===== src/rtl/i2c_reg_slave.sv =====
module i2c_reg_slave #(
  parameter logic [6:0] ADDR_LOW  = 7'b0101001,
  parameter logic [6:0] ADDR_HIGH = 7'b1010110,
  parameter int         PTR_W     = 5,
  parameter int         IMPL_REGS = 24
) (
  input  logic             clk,
  input  logic             rst_n,
  input  logic             addr_strap,
  input  logic             scl_in,
  input  logic             sda_in,
  output logic             sda_drive_low,
  output logic [PTR_W-1:0] reg_addr,
  output logic [7:0]       reg_wdata,
  output logic             reg_we,
  input  logic [7:0]       reg_rdata
);

  localparam logic [PTR_W:0] LIMIT = (PTR_W+1)'(IMPL_REGS);

  typedef enum logic [2:0] {S_IDLE, S_RX, S_ACK, S_TX, S_MACK} state_t;

  state_t           state;
  logic [2:0]       scl_q, sda_q;
  logic [3:0]       bit_cnt;
  logic [7:0]       shreg, tx;
  logic [PTR_W-1:0] ptr;
  logic             first_byte, ptr_loaded, rd_mode, master_nack;
  logic             oe, we_q;
  logic [7:0]       wdata_q;

  wire scl_rise  = scl_q[1] & ~scl_q[2];
  wire scl_fall  = ~scl_q[1] & scl_q[2];
  wire start_det = scl_q[1] & scl_q[2] & sda_q[2] & ~sda_q[1];
  wire stop_det  = scl_q[1] & scl_q[2] & ~sda_q[2] & sda_q[1];

  wire [6:0] my_addr  = addr_strap ? ADDR_HIGH : ADDR_LOW;
  wire       in_range = {1'b0, ptr} < LIMIT;
  wire [7:0] rd_byte  = in_range ? reg_rdata : 8'h00;

  assign sda_drive_low = oe;
  assign reg_addr      = ptr;
  assign reg_wdata     = wdata_q;
  assign reg_we        = we_q & in_range;

  always_ff @(posedge clk or negedge rst_n) begin
    if (!rst_n) begin
      scl_q <= 3'b111;
      sda_q <= 3'b111;
    end else begin
      scl_q <= {scl_q[1:0], scl_in};
      sda_q <= {sda_q[1:0], sda_in};
    end
  end

  always_ff @(posedge clk or negedge rst_n) begin
    if (!rst_n) begin
      state       <= S_IDLE;
      bit_cnt     <= '0;
      shreg       <= '0;
      tx          <= '0;
      ptr         <= '0;
      first_byte  <= 1'b0;
      ptr_loaded  <= 1'b0;
      rd_mode     <= 1'b0;
      master_nack <= 1'b0;
      oe          <= 1'b0;
      we_q        <= 1'b0;
      wdata_q     <= '0;
    end else begin
      we_q <= 1'b0;
      if (we_q) ptr <= ptr + 1'b1;
      if (start_det) begin
        state      <= S_RX;
        bit_cnt    <= '0;
        first_byte <= 1'b1;
        ptr_loaded <= 1'b0;
        oe         <= 1'b0;
      end else if (stop_det) begin
        state <= S_IDLE;
        oe    <= 1'b0;
      end else begin
        case (state)
          S_RX: begin
            if (scl_rise && bit_cnt != 4'd8) begin
              shreg   <= {shreg[6:0], sda_q[1]};
              bit_cnt <= bit_cnt + 1'b1;
            end else if (scl_fall && bit_cnt == 4'd8) begin
              first_byte <= 1'b0;
              if (first_byte) begin
                if (shreg[7:1] == my_addr) begin
                  rd_mode <= shreg[0];
                  oe      <= 1'b1;
                  state   <= S_ACK;
                end else begin
                  state <= S_IDLE;
                end
              end else if (!ptr_loaded) begin
                ptr        <= shreg[PTR_W-1:0];
                ptr_loaded <= 1'b1;
                oe         <= 1'b1;
                state      <= S_ACK;
              end else begin
                we_q    <= 1'b1;
                wdata_q <= shreg;
                oe      <= 1'b1;
                state   <= S_ACK;
              end
            end
          end
          S_ACK: begin
            if (scl_fall) begin
              bit_cnt <= '0;
              if (rd_mode) begin
                tx    <= rd_byte;
                oe    <= ~rd_byte[7];
                ptr   <= ptr + 1'b1;
                state <= S_TX;
              end else begin
                oe    <= 1'b0;
                state <= S_RX;
              end
            end
          end
          S_TX: begin
            if (scl_fall) begin
              if (bit_cnt == 4'd7) begin
                oe    <= 1'b0;
                state <= S_MACK;
              end else begin
                tx      <= {tx[6:0], 1'b0};
                oe      <= ~tx[6];
                bit_cnt <= bit_cnt + 1'b1;
              end
            end
          end
          S_MACK: begin
            if (scl_rise) begin
              master_nack <= sda_q[1];
            end else if (scl_fall) begin
              bit_cnt <= '0;
              if (master_nack) begin
                state <= S_IDLE;
              end else begin
                tx    <= rd_byte;
                oe    <= ~rd_byte[7];
                ptr   <= ptr + 1'b1;
                state <= S_TX;
              end
            end
          end
          default: ;
        endcase
      end
    end
  end

  a_r9_stop_release: assert property (@(posedge clk) disable iff (!rst_n)
    stop_det |=> !sda_drive_low);

  a_r4_single_strobe: assert property (@(posedge clk) disable iff (!rst_n)
    reg_we |=> !reg_we);

  a_r4_ptr_step: assert property (@(posedge clk) disable iff (!rst_n)
    we_q |=> reg_addr == PTR_W'($past(reg_addr) + 1'b1));

  a_r10_oe_on_low_scl: assert property (@(posedge clk) disable iff (!rst_n)
    !$stable(sda_drive_low) |-> !scl_q[2]);

  a_r2_mismatch_quiet: assert property (@(posedge clk) disable iff (!rst_n)
    (state == S_RX && first_byte && scl_fall && bit_cnt == 4'd8 && shreg[7:1] != my_addr)
      |=> (!sda_drive_low && reg_addr == $past(reg_addr)));

endmodule


===== config.mk =====
export PLATFORM = sky130hd
export DESIGN_NAME = i2c_reg_slave
export DESIGN_NICKNAME = d
export VERILOG_FILES = /design/src/rtl/i2c_reg_slave.sv
export SDC_FILE = /design/constraint.sdc
export NUM_CORES = 1
export LEC_CHECK = 0
export ABC_AREA = 1
export BUFFER_PORTS_ARGS = -buffer_cell sky130_fd_sc_hd__buf_4
export CORE_ASPECT_RATIO = 0.6
export CORE_MARGIN = 2
export CORE_UTILIZATION = 58
export CTS_BUF_LIST = sky130_fd_sc_hd__clkbuf_4 sky130_fd_sc_hd__clkbuf_8 sky130_fd_sc_hd__clkbuf_16
export CTS_CLUSTER_DIAMETER = 50
export CTS_CLUSTER_SIZE = 28
export DETAILED_ROUTE_END_ITERATION = 16
export PLACE_DENSITY = 0.88
export SLEW_MARGIN = 20
export SYNTH_ARGS = -nofsm -noshare
export SYNTH_HDL_FRONTEND = slang
export SYNTH_SLANG_ARGS = --single-unit

===== constraint.sdc =====
create_clock -name clk -period 2.01 [get_ports clk]
set_clock_uncertainty 0.2 [all_clocks]
set_input_delay 0.402 -clock clk [delete_from_list [all_inputs] [get_ports clk]]
set_output_delay 0.402 -clock clk [all_outputs]
set_load 0.02 [all_outputs]

### Word-level counts from Yosys, hierarchy flattened

Cells that the tools add are included.

| cells by class | value |
|---|---|
| divide/modulo/power cells | 0 |
| $mul | 0 |
| reduce and logical (&&, ||, !) cells | 17 |
| add/sub/neg operators | 2 |
| $lt $le $gt $ge | 1 |
| equality and inequality tests | 31 |
| mux-type cells | 77 |
| bitwise operators | 18 |
| shifts and indexed selects | 0 |

Operators with widths:

| kind | number |
|---|---|
| 5-bit two-way mux | 12 |
| 7-bit two-way mux | 8 |
| 4-bit inequality test, second input constant | 9 |
| 1-bit two-way mux | 31 |
| 3-bit two-way mux | 10 |
| 4-bit two-way mux | 7 |
| 7-bit one-hot mux with 3 select lines | 1 |
| 2-bit inequality test, second input constant | 9 |
| 4-bit one-hot mux with 4 select lines | 1 |
| 5-bit one-hot mux with 3 select lines | 1 |
| 7-bit AND reduction | 2 |
| 3-bit inequality test, second input constant | 4 |
| 3-bit one-hot mux with 4 select lines | 1 |
| 4-bit AND reduction | 3 |
| 1-bit inverter | 10 |
| 10-bit AND reduction | 1 |
| 9-bit AND reduction | 1 |
| 1-bit bitwise AND | 8 |
| 8-bit two-way mux | 1 |
| 8-bit AND reduction | 1 |
| 7-bit == test | 1 |
| 3-bit by 2-bit == test with 1-bit output, second input constant | 2 |
| 2-bit two-way mux | 3 |
| 6-bit AND reduction | 1 |
| other kinds (16) | 18 |

| word-level totals | value |
|---|---|
| RAM bits | 0 |
| bits in latches | 0 |
| ROM bits | 0 |
| input port bits | 13 |
| output and inout bits | 15 |
| flip-flop bits (word level) | 47 |
| memories kept | 0 |
| logic and storage cells | 160 |

### Depth between registers and ports, before layout

Gate-level depths: netlist (run 1).

| logic depth | value |
|---|---|
| depth in word-level cells | 9 |
| mapped depth | 10 |
| gate-level depth less buffers | 10 |

### Least setup slack after synthesis (run 1)

No wires, ideal clock.

| timing | value |
|---|---|
| path type | flip-flop to flip-flop |
| start | reg ptr[0] (netlist: reg_addr[0]) |
| end | reg ptr[1] (netlist: reg_addr[1]) |
| buffers on the path | 0 |
| arrival | 1.433 ns |
| setup time | 0.128 ns |
| clock period less this slack | 1.761 ns |
| cell stages (with the launch flop) | 9 |
| data required time | 1.682 ns |
| path slack | 0.249 ns |
| cells stage by stage | dfrtp_1 > ha_1 > inv_1 > nand2_1 > o21ai_0 > inv_1 > o21ai_0 > nand2_1 > nand3b_1 |

| on the way | value |
|---|---|
| word-level cells in the longest chain between the ends | 9 |
| elaborated cells on any way between the ends | 14 |
| classes of those cells | add/sub (1); mux (13) |

Ends and longest elaborated chain:

| what | line | RTL |
|---|---|---|
| start: declaration | 27 | `logic [PTR_W-1:0] ptr;` |
| start signal: assignment | 72 | `if (we_q) ptr <= ptr + 1'b1;` |
| start signal: assignment | 99 | `ptr <= shreg[PTR_W-1:0];` |
| start signal: assignment | 117 | `ptr <= ptr + 1'b1;` |
| 5-bit by 1-bit adder with 5-bit output (*) | 72, 117, 147 |  |
| 5-bit two-way mux | 72 |  |
| 5-bit two-way mux | 98 | `end else if (!ptr_loaded) begin` |
| 5-bit two-way mux | 90 | `if (first_byte) begin` |
| 5-bit two-way mux | 88 | `end else if (scl_fall && bit_cnt == 4'd8) begin` |
| 5-bit two-way mux | 85 | `if (scl_rise && bit_cnt != 4'd8) begin` |
| 5-bit one-hot mux with 3 select lines | 83 | `case (state)` |
| 5-bit two-way mux | 79 | `end else if (stop_det) begin` |
| 5-bit two-way mux (*) | 73 | `if (start_det) begin` |

Mark *: on every way between the ends. The rest lies on a longest branch, timed or not.
A chain may end at the register's enable or synchronous reset.

### Worst setup path after layout (run 1)

Same ends and word-level chain as after synthesis.

==> results.py, run 1 <==
metrics = {
    "pwr": {
        "vdd_ir_drop_max_v": 0.0005835,
        "p_leak_nw": 1.617,
        "power_density_nw_per_um2": 1204,
    },
    "logic_synthesis": {
        "synthTopCellsByCount": "nand2_1, inv_1, dfrtp_1",
        "ys_warn_count": 0,
        "netlist_instances": 377,
        "synth-seq-cells": 47,
        "avgSynthCellArea_um2": 7.481,
        "syn_area_um2": 2820,
        "synth_flop_cell": "dfrtp_1",
        "synth_top_area_share_pct": 36.38,
        "synth_edf_count": 0,
        "synth_largest_area_cell": "dfrtp_1",
        "yosysMostFrequentCell": "nand2_1",
        "synth_nets": 393,
        "synth_cell_types": 35,
        "netlist_top_cells_area": "dfrtp_1, nand2_1, nand3_1",
        "async_flop_share_pct": 100.0,
        "yosysSeqAreaShare_pct": 41.97,
    },
    "detailed_routing": {
        "drtIter0Drc": 228,
        "drc": 0,
        "drtAntennaViolNets": 0,
        "post_drt_wl_per_cell_um": 14.12,
        "vias": 2665,
        "avgViaCountPerCell": 5.599,
        "drt_wl_total_um": 6723,
        "drt_pass1_iterations": 5,
    },
    "sta": {
        "holdWs_ns": 0.1600,
        "relSlewSlack_pct": 60.17,
        "finalSetupViolCount": 0,
        "slew_violations": 0,
        "finalSetupTns_ns": 0,
        "hold_viol": 0,
        "finalCritPeriodShare_pct": 94.00,
        "fin_crit_ns": 1.889,
        "timing.fmax_ghz": 0.5293,
        "tightest_slew_ns": 0.5974,
        "fin_ws_ns": 0.1207,
        "rsz0062_at_grt": "false",
    },
    "global_routing": {
        "grt_max_degree": 48,
        "grt_use_total_pct": 26.77,
        "grt_pass1_wl_um": 11300,
        "antenna_found_initial": 0,
        "grt_overflow_total": 0,
        "grt_pass1_vias": 2414,
    },
    "finish": {
        "num_antenna_cells": 0,
        "drive_gt1_share_pct": 20.82,
        "nets": 428,
        "area.growth.synth_to_final_pct": 15.13,
    },
    "cts": {
        "cts.path.max_buffers": 2,
        "clk_pin_slew_ns": 0.08,
        "cts_buffers": 5,
        "cts_max_level": 2,
        "cts_tree": "done",
        "root_buffer": "clkbuf_8",
        "clk_latency_ns": 0.31,
        "clkSinkCount": 47,
    },
    "placed_design": {
        "dp_slack_ns": 0.1192,
        "numPortBuffers": 27,
        "place_congestion": 0.9307,
        "dp.final_hpwl_um": 4923,
    },
    "critical_path": {
        "critPathMaxFanout": 5,
        "worstPathArrival_ns": 1.87,
        "critPathLaunchType": "flip-flop",
        "cp.required_ns": 1.99,
        "critPathCaptureType": "flip-flop",
        "critPathKind": "reg2reg",
    },
    "die": {
        "core_area_um2": 4636,
        "start_util_pct": 60.84,
        "dieArea_um2": 5455,
        "die_x_um": 94.02,
        "ioPinCount": 28,
        "die_height_um": 58.02,
        "rows": 19,
    },
    "worst_hold_path": {
        "hold_class": "reg2reg",
    },
    "run_status": {
        "status": "finished clean",
    },
    "job": {
        "drv_cap": 0,
    },
}
cells in the final DEF, fill, tap and decap left out, types with 2 or more instances in the layout:
cell type / n
dlygate4sd3_1: 3
o21ai_0: 26
xor2_1: 2
nand2_1: 99
nor3_1: 5
nor2_1: 29
nand2_2: 10
nor2_2: 6
dfstp_2: 6
inv_1: 43
dfrtp_1: 40
xnor2_1: 3
buf_4: 29
o21ai_1: 7
nor2_4: 5
a21oi_2: 3
ha_1: 3
nand3_2: 3
inv_2: 8
nand3_1: 34
clkbuf_8: 7
nand4_1: 7
a22oi_1: 6
a21oi_1: 15
cells by family (layout without fill, tap and decap cells):
| group | Yosys count | count (layout) | share of synthesized area, % |
|---|---|---|---|
| AO/OA/AOI/OAI | 61 | 61 | 12.38 |
| adder cells (fa/ha/maj) | 3 | 3 | 1.331 |
| flip-flops | 47 | 47 | 41.97 |
| AND/OR/NAND/NOR | 205 | 205 | 34.74 |
| XOR/XNOR | 5 | 5 | 1.553 |
| buffers and inverters | 56 | 92 | 8.030 |
state kept, by name (all words and copies together), names as in the netlist:
register       flops
we_q               1
state              3
bit_cnt            4
scl_q              3
tx                 7
reg_wdata          8
reg_addr           5
first_byte         1
master_nack        1
rd_mode            1
sda_drive_low      1
shreg              8
ptr_loaded         1
sda_q              3
power by group:
part | internal, mW | switching, mW
clock network | 0.328 | 0.311
registers | 1.18 | 0.254
logic | 0.688 | 1.15
total | 2.20 | 1.71
final timing paths:
path,from,endpoint,slack (ns),cells past startpoint
setup / recovery,reg_addr[0],reg_addr[1],0.12,8
hold / removal,sda_q[0],sda_q[1],0.16,0
setup reg to reg,reg_addr[0],reg_addr[1],0.12,8
hold reg to reg,sda_q[0],sda_q[1],0.16,0
max in group asynchronous,rst_n,reg_addr[0],0.73,2
min in group asynchronous,rst_n,master_nack,0.44,2
through the flow:
step                      cells  total power [mW]  area (um^2)  utilization (%)
after detailed placement    464             3.167         3082            66.48
after global placement      464             3.109         3082            66.48
after global routing        476             4.203         3247            70.04
final                       476             3.911         3247            70.04
after CTS                   475             3.820         3216            69.37
after floorplan             377             2.730         2820                -
cell type report:
| cell class | count | area (um^2) |
|---|---|---|
| Clock buffer | 8 | 103.9 |
| Fill cell | 368 | 1389 |
| Inverter | 51 | 191.4 |
| Multi-Input combinational cell | 274 | 1420 |
| Sequential cell | 47 | 1185 |
| Tap cell | 63 | 78.83 |
| Timing Repair Buffer | 33 | 267.8 |
routing by layer:
| metal | GRT usage (%) | share of wire, % | vias up |
|---|---|---|---|
| li1 | - | - | 1289 |
| met2 | 39.18 | 44 | 124 |
| met1 | 40.50 | 47 | 1245 |
| met4 | 7.660 | 0.95 | 0 |
| met3 | 5.852 | 8.5 | 7 |
| met5 | 0 | 0 | - |
worst max-delay path, stage by stage (launching register included):
cell and delay (ns):
dfrtp_2 0.46, ha_1 0.33, inv_1 0.08, nand2_1 0.04
o21ai_0 0.16, inv_1 0.11, o21ai_0 0.17, nand2_1 0.07
nand3b_1 0.15
timing repair:
item,4_1_cts,5_1_grt
hold endpoints to repair,43,0
buffers inserted,0,1
resized for setup,0,4
hold buffers,3,0
endpoints found under the setup margin,0,13
Power figures use the tool's default switching activity.
==> inputs of run 2 (changes only) <==
CTS_BUF_LIST = sky130_fd_sc_hd__clkbuf_16   (was sky130_fd_sc_hd__clkbuf_4 sky130_fd_sc_hd__clkbuf_8 sky130_fd_sc_hd__clkbuf_16)
==> results.py, run 2 (synthesized netlist as in run 1, its figures left out) <==
metrics = {
    "detailed_routing": {
        "vias": 2691,
        "drt_wl_total_um": 6801,
        "post_drt_wl_per_cell_um": 14.35,
        "drc": 0,
        "avgViaCountPerCell": 5.677,
        "drt_pass1_iterations": 6,
        "drtIter0Drc": 354,
        "drtAntennaViolNets": 0,
    },
    "finish": {
        "seqCellArea_um2": 1184,
        "fill_cells": 361,
        "nets": 426,
        "most-common-layout-cells": "nand2_1, inv_1, dfrtp_1",
        "area.growth.synth_to_final_pct": 15.75,
        "drive_gt1_share_pct": 19.95,
        "multiInputGateArea_um2": 1426,
        "final_area_um2": 3264,
        "num_antenna_cells": 0,
        "utilization_pct": 70.42,
        "final_common_cell": "nand2_1",
    },
    "critical_path": {
        "critPathLaunchType": "flip-flop",
        "critPathKind": "reg2reg",
        "critPathCaptureType": "flip-flop",
        "reg2reg_from": "bit_cnt[0]",
        "cp.required_ns": 1.97,
        "critPathLaunch": "bit_cnt[0]",
        "worstPathArrival_ns": 1.87,
        "reg2reg_slack_ns": 0.1,
        "reg2reg_to": "reg_addr[1]",
        "worst-r2r-cell-count": 7,
        "critPathMaxFanout": 5,
    },
    "pwr": {
        "p_sw_mw": 1.743,
        "vdd_ir_drop_max_v": 0.0005971,
        "power_mw": 4.062,
        "seq_power_share_pct": 35.5,
        "swShare_pct": 42.91,
        "comb_power_share_pct": 45.3,
        "clkPwrFrac_pct": 19.2,
        "intPower_mw": 2.319,
        "p_leak_nw": 1.625,
        "power_density_nw_per_um2": 1244,
    },
    "sta": {
        "relSlewSlack_pct": 61.05,
        "finalSetupViolCount": 0,
        "finalCritPeriodShare_pct": 95.12,
        "rsz0062_at_grt": "true",
        "finalSetupTns_ns": 0,
        "slew_violations": 0,
        "timing.fmax_ghz": 0.5230,
        "fin_crit_ns": 1.912,
        "tightest_slew_ns": 0.5843,
        "hold_viol": 0,
    },
    "worst_hold_path": {
        "hold_end": "scl_q[0]",
        "hold_class": "in2reg",
        "min-delay-start": "scl_in",
        "hold_depth": 1,
    },
    "global_routing": {
        "antenna_found_initial": 0,
        "grt_pass1_wl_um": 11550,
        "grt_use_total_pct": 27.28,
        "grt_max_degree": 48,
        "grt_overflow_total": 0,
        "grt_pass1_vias": 2461,
    },
    "die": {
        "ioPinCount": 28,
        "rows": 19,
        "die_height_um": 58.02,
        "die_x_um": 94.02,
        "core_area_um2": 4636,
        "dieArea_um2": 5455,
        "start_util_pct": 60.84,
    },
    "cts": {
        "root_buffer": "clkbuf_16",
        "cts.path.max_buffers": 2,
        "cts_buffers": 5,
        "cts_max_level": 2,
        "clk_latency_ns": 0.28,
        "clk_pin_slew_ns": 0.06,
        "clkSinkCount": 47,
        "cts_tree": "done",
    },
    "run_status": {
        "status": "finished clean",
    },
    "placed_design": {
        "place_congestion": 0.9307,
        "dp.final_hpwl_um": 4923,
        "dpl_cell_area_um2": 3082,
        "numPortBuffers": 27,
    },
    "job": {
        "drv_cap": 0,
    },
}
## run 2: worst max-delay path by stage
stage / end / slack (ns) / depth (start not counted)
6_report: reg_addr[1] / 0.1 / 7
5_1_grt: rd_mode / -0.03 / 9
4_1_cts: tx[4] / 0.09 / 8
3_5_place_dp: tx[4] / 0.12 / 8
3_3_place_gp: bit_cnt[0] / 0.17 / 10
2_1_floorplan: reg_addr[1] / 0.25 / 8
## run 2: cell type report
| type | instances | area share (%) |
|---|---|---|
| Clock buffer | 5 | 3.833 |
| Clock inverter | 3 | 0.3450 |
| Inverter | 51 | 5.864 |
| Multi-Input combinational cell | 274 | 43.69 |
| Sequential cell | 47 | 36.26 |
| Tap cell | 63 | 2.415 |
| Timing Repair Buffer | 31 | 7.589 |
## run 2: what timing repair did
| action | CTS | global route |
|---|---|---|
| buffers inserted | 0 | 1 |
| hold buffers | 1 | 0 |
| resized for setup | 0 | 6 |
| endpoints found under the hold margin | 41 | 0 |
| endpoints found under the setup margin | 0 | 18 |
## run 2: power groups by stage
stage               logic (mW)  registers, mW  clock network (mW)
floorplan                 1.28           1.45                   0
global placement          1.68           1.43                   0
detailed placement        1.72           1.45                   0
CTS                       1.75           1.43               0.776
global route              2.05           1.48               0.831
finish                    1.84           1.44               0.779
## run 2: stage by stage
| stage | setup WS, ns | hold WS [ns] | cells |
|---|---|---|---|
| finish | 0.09808 | 0.02455 | 474 |
| global route | -0.03309 | 0.01559 | 474 |
| CTS | 0.09324 | 0.02471 | 473 |
| detailed placement | 0.1192 | 0.1470 | 464 |
| global placement | 0.1678 | 0.1462 | 464 |
| floorplan | 0.2489 | -0.09359 | 377 |
## run 2: worst max-delay path, cell delays in order, from the launching register on
cell	delay [ns]
dfrtp_1	0.42
inv_1	0.09
ha_1	0.21
nand3_2	0.13
nor2_4	0.18
nand3_1	0.22
o21ai_0	0.25
nand3b_1	0.09
## run 2: metal layers
metal,vias up,global-route usage (%),part of all wire (%)
li1,1286,-,-
met1,1265,41.70,46
met2,130,40.71,44
met3,10,5.072,8.5
met4,0,6.625,0.84
met5,-,0,0
==> inputs of run 3 (changes only) <==
ABC_AREA = 0   (was 1)
GPL_ROUTABILITY_DRIVEN = 0   (was not set)
PLACE_DENSITY = 0.89   (was 0.88)
==> results.py, run 3 <==
metrics = {
    "run_status": {
        "status": "finished, violations left",
        "failed_checks": "setup timing",
    },
    "cts": {
        "cts_tree": "done",
        "root_buffer": "clkbuf_16",
        "cts_max_level": 2,
        "cts.path.max_buffers": 2,
        "cts_buffers": 5,
        "clk_latency_ns": 0.30,
        "clkSinkCount": 47,
        "clk_pin_slew_ns": 0.06,
    },
    "logic_synthesis": {
        "synth_edf_count": 0,
        "yosysMostFrequentCell": "dfrtp_1",
        "synthMuxAreaShare_pct": 9.265,
        "synth_top_area_share_pct": 42.44,
        "synth_nets": 254,
        "synth_flop_cell": "dfrtp_1",
        "synthTopCellsByCount": "dfrtp_1, nand2_1, o21ai_0",
        "synth-seq-cells": 47,
        "synthAdderAreaFrac_pct": 1.553,
        "ys_warn_count": 0,
        "netlist_instances": 238,
        "synth_largest_area_cell": "dfrtp_1",
        "yosys.area_share.simple_pct": 21.33,
        "syn_area_um2": 2417,
        "synth-compound-area-share_pct": 16.10,
        "yosysSeqAreaShare_pct": 48.96,
        "async_flop_share_pct": 100.0,
        "synth_top_family_by_area": "simple AND/OR/NAND/NOR gates",
        "synth_xor_area_share_pct": 0.3623,
        "avgSynthCellArea_um2": 10.16,
        "netlist_top_cells_area": "dfrtp_1, mux2_2, dfstp_2",
        "synth_cell_types": 52,
    },
    "critical_path": {
        "max_stage_delay_ns": 0.63,
        "critPathLaunchType": "flip-flop",
        "endpoint": "bit_cnt[3]",
        "reg2reg_slack_ns": -0.23,
        "cp_slowest_cell": "dfstp_2",
        "critPathCaptureType": "flip-flop",
        "critical_path_depth": 7,
        "cp.required_ns": 1.99,
        "crit_path_cell_trace": "buf_4 > nand3_1 > buf_4 > o21ai_0 > nor3_1 > mux2i_1 > nand2_1",
        "cp_num_buf_inv": 2,
        "critPathLaunch": "scl_q[1]",
        "reg2reg_from": "scl_q[1]",
        "critPathKind": "reg2reg",
        "cpMostUsedCell": "buf_4",
        "critPathMaxFanout": 3,
        "reg2reg_to": "bit_cnt[3]",
        "worst-r2r-cell-count": 7,
        "worstPathArrival_ns": 2.22,
        "cpLargestDelayFamily": "flip-flops",
    },
    "sta": {
        "finalCritPeriodShare_pct": 111.7,
        "slew_violations": 0,
        "relSlewSlack_pct": 59.07,
        "tightest_slew_ns": 0.6076,
        "finalSetupViolCount": 22,
        "rsz0062_at_grt": "true",
        "fin_crit_ns": 2.245,
        "finalSetupTns_ns": -3.179,
        "hold_viol": 0,
        "timing.fmax_ghz": 0.4455,
        "fin_ws_ns": -0.2347,
    },
    "global_routing": {
        "grtUsageMet1_pct": 43.74,
        "grt_max_degree": 48,
        "met3_usage_pct": 8.589,
        "grt.busiest_layer": "met2",
        "antenna_found_initial": 0,
        "grt_pass1_wl_um": 11300,
        "use_met2_pct": 51.01,
        "grt_use_total_pct": 33.03,
        "grt_overflow_total": 0,
        "grt_pass1_vias": 2243,
    },
    "die": {
        "rows": 18,
        "dieArea_um2": 4717,
        "core_area_um2": 4054,
        "start_util_pct": 59.63,
        "die_x_um": 87.35,
        "ioPinCount": 28,
        "die_height_um": 54.01,
    },
    "detailed_routing": {
        "vias": 2510,
        "post_drt_wl_per_cell_um": 21.82,
        "avgViaCountPerCell": 6.676,
        "drt_pass1_iterations": 7,
        "drtIter0Drc": 347,
        "drc": 0,
        "drtAntennaViolNets": 0,
        "drt_wl_total_um": 8204,
    },
    "finish": {
        "nets": 341,
        "final_common_cell": "buf_4",
        "finalNonFillerCells": 376,
        "drive_gt1_share_pct": 50.31,
        "most-common-layout-cells": "buf_4, dfrtp_1, nand2_1, mux2_2",
        "area.growth.synth_to_final_pct": 45.24,
        "num_antenna_cells": 0,
    },
    "placed_design": {
        "dp_slack_ns": -0.1100,
        "dp.final_hpwl_um": 4297,
        "numPortBuffers": 27,
        "dp_cells": 345,
    },
    "pwr": {
        "p_leak_nw": 1.655,
        "vdd_ir_drop_max_v": 0.0008287,
        "power_density_nw_per_um2": 1163,
    },
    "worst_hold_path": {
        "hold_class": "in2reg",
    },
    "job": {
        "drv_cap": 0,
    },
}
run 3: cell count changes in the layout (fill, tap and decap cells not counted), moves of 4 or more:
| cell | before | now |
|---|---|---|
| inv_1 | 44 | 5 |
| buf_4 | 29 | 76 |
| nor2_1 | 29 | 10 |
| a22oi_1 | 6 | 0 |
| nand3_1 | 34 | 8 |
| o21ai_0 | 24 | 13 |
| mux2_2 | 0 | 18 |
| nand2b_1 | 0 | 4 |
| and3_1 | 0 | 6 |
| nand4_1 | 7 | 1 |
| inv_2 | 8 | 2 |
| buf_6 | 0 | 8 |
| nand2_2 | 10 | 4 |
| nand2_1 | 99 | 18 |
run 3: worst min path at each step:
stage / from / cells after the start / end
finish: scl_in / 1 / scl_q[0]
global route: scl_in / 1 / scl_q[0]
CTS: scl_in / 1 / scl_q[0]
detailed placement: scl_q[0] / 0 / scl_q[1]
global placement: sda_q[0] / 0 / sda_q[1]
floorplan: rst_n / 0 / bit_cnt[0]
run 3: stage by stage:
stage | total power [mW] | hold WS, ns | instance area, um^2 | utilization (%)
2_1_floorplan | 2.061 | -0.09359 | 2439 | -
3_3_place_gp | 2.525 | 0.1455 | 2939 | 72.50
3_5_place_dp | 2.584 | 0.1495 | 2939 | 72.50
4_1_cts | 3.627 | 0.008131 | 3306 | 81.54
5_1_grt | 4.245 | 0.003624 | 3511 | 86.60
6_report | 4.083 | 0.008178 | 3511 | 86.60
run 3: kinds of logic (layout without fill, tap and decap cells):
group | Yosys count | in the layout
buffers and inverters | 13 | 101
DFF | 47 | 47
AOI/OAI and AO/OA | 62 | 62
muxes | 20 | 20
xor gates and xnor gates | 1 | 1
and+or+nand+nor | 92 | 92
adders and majority gates | 3 | 3
run 3: report_power, final:
part / switching [mW] / internal (mW)
sequential: 0.255 / 1.16
clock: 0.371 / 0.457
combinational: 0.909 / 0.929
run 3: cell type report:
| class | instances | area, um^2 |
|---|---|---|
| sequential | 47 | 1187 |
| fill | 183 | 543.0 |
| multi-input combinational | 178 | 1386 |
| tap | 50 | 62.56 |
| timing repair buffer | 87 | 710.7 |
| inverter | 6 | 22.52 |
| clock buffer | 5 | 125.1 |
| clock inverter | 3 | 16.27 |
run 3: layer usage:
metal,part of all wire [%],vias up
met5,0,-
met4,5.5,0
met3,11,55
met2,43,216
met1,40,1190
li1,-,1049
run 3: repair_timing:
item / 4_1_cts / 5_1_grt
pin swaps: 12 / 14
resized for setup: 35 / 30
gates cloned: 1 / 0
buffers inserted: 9 / 12
hold buffers: 1 / 0
setup endpoints to repair: 24 / 30
endpoints found under the hold margin: 41 / 0
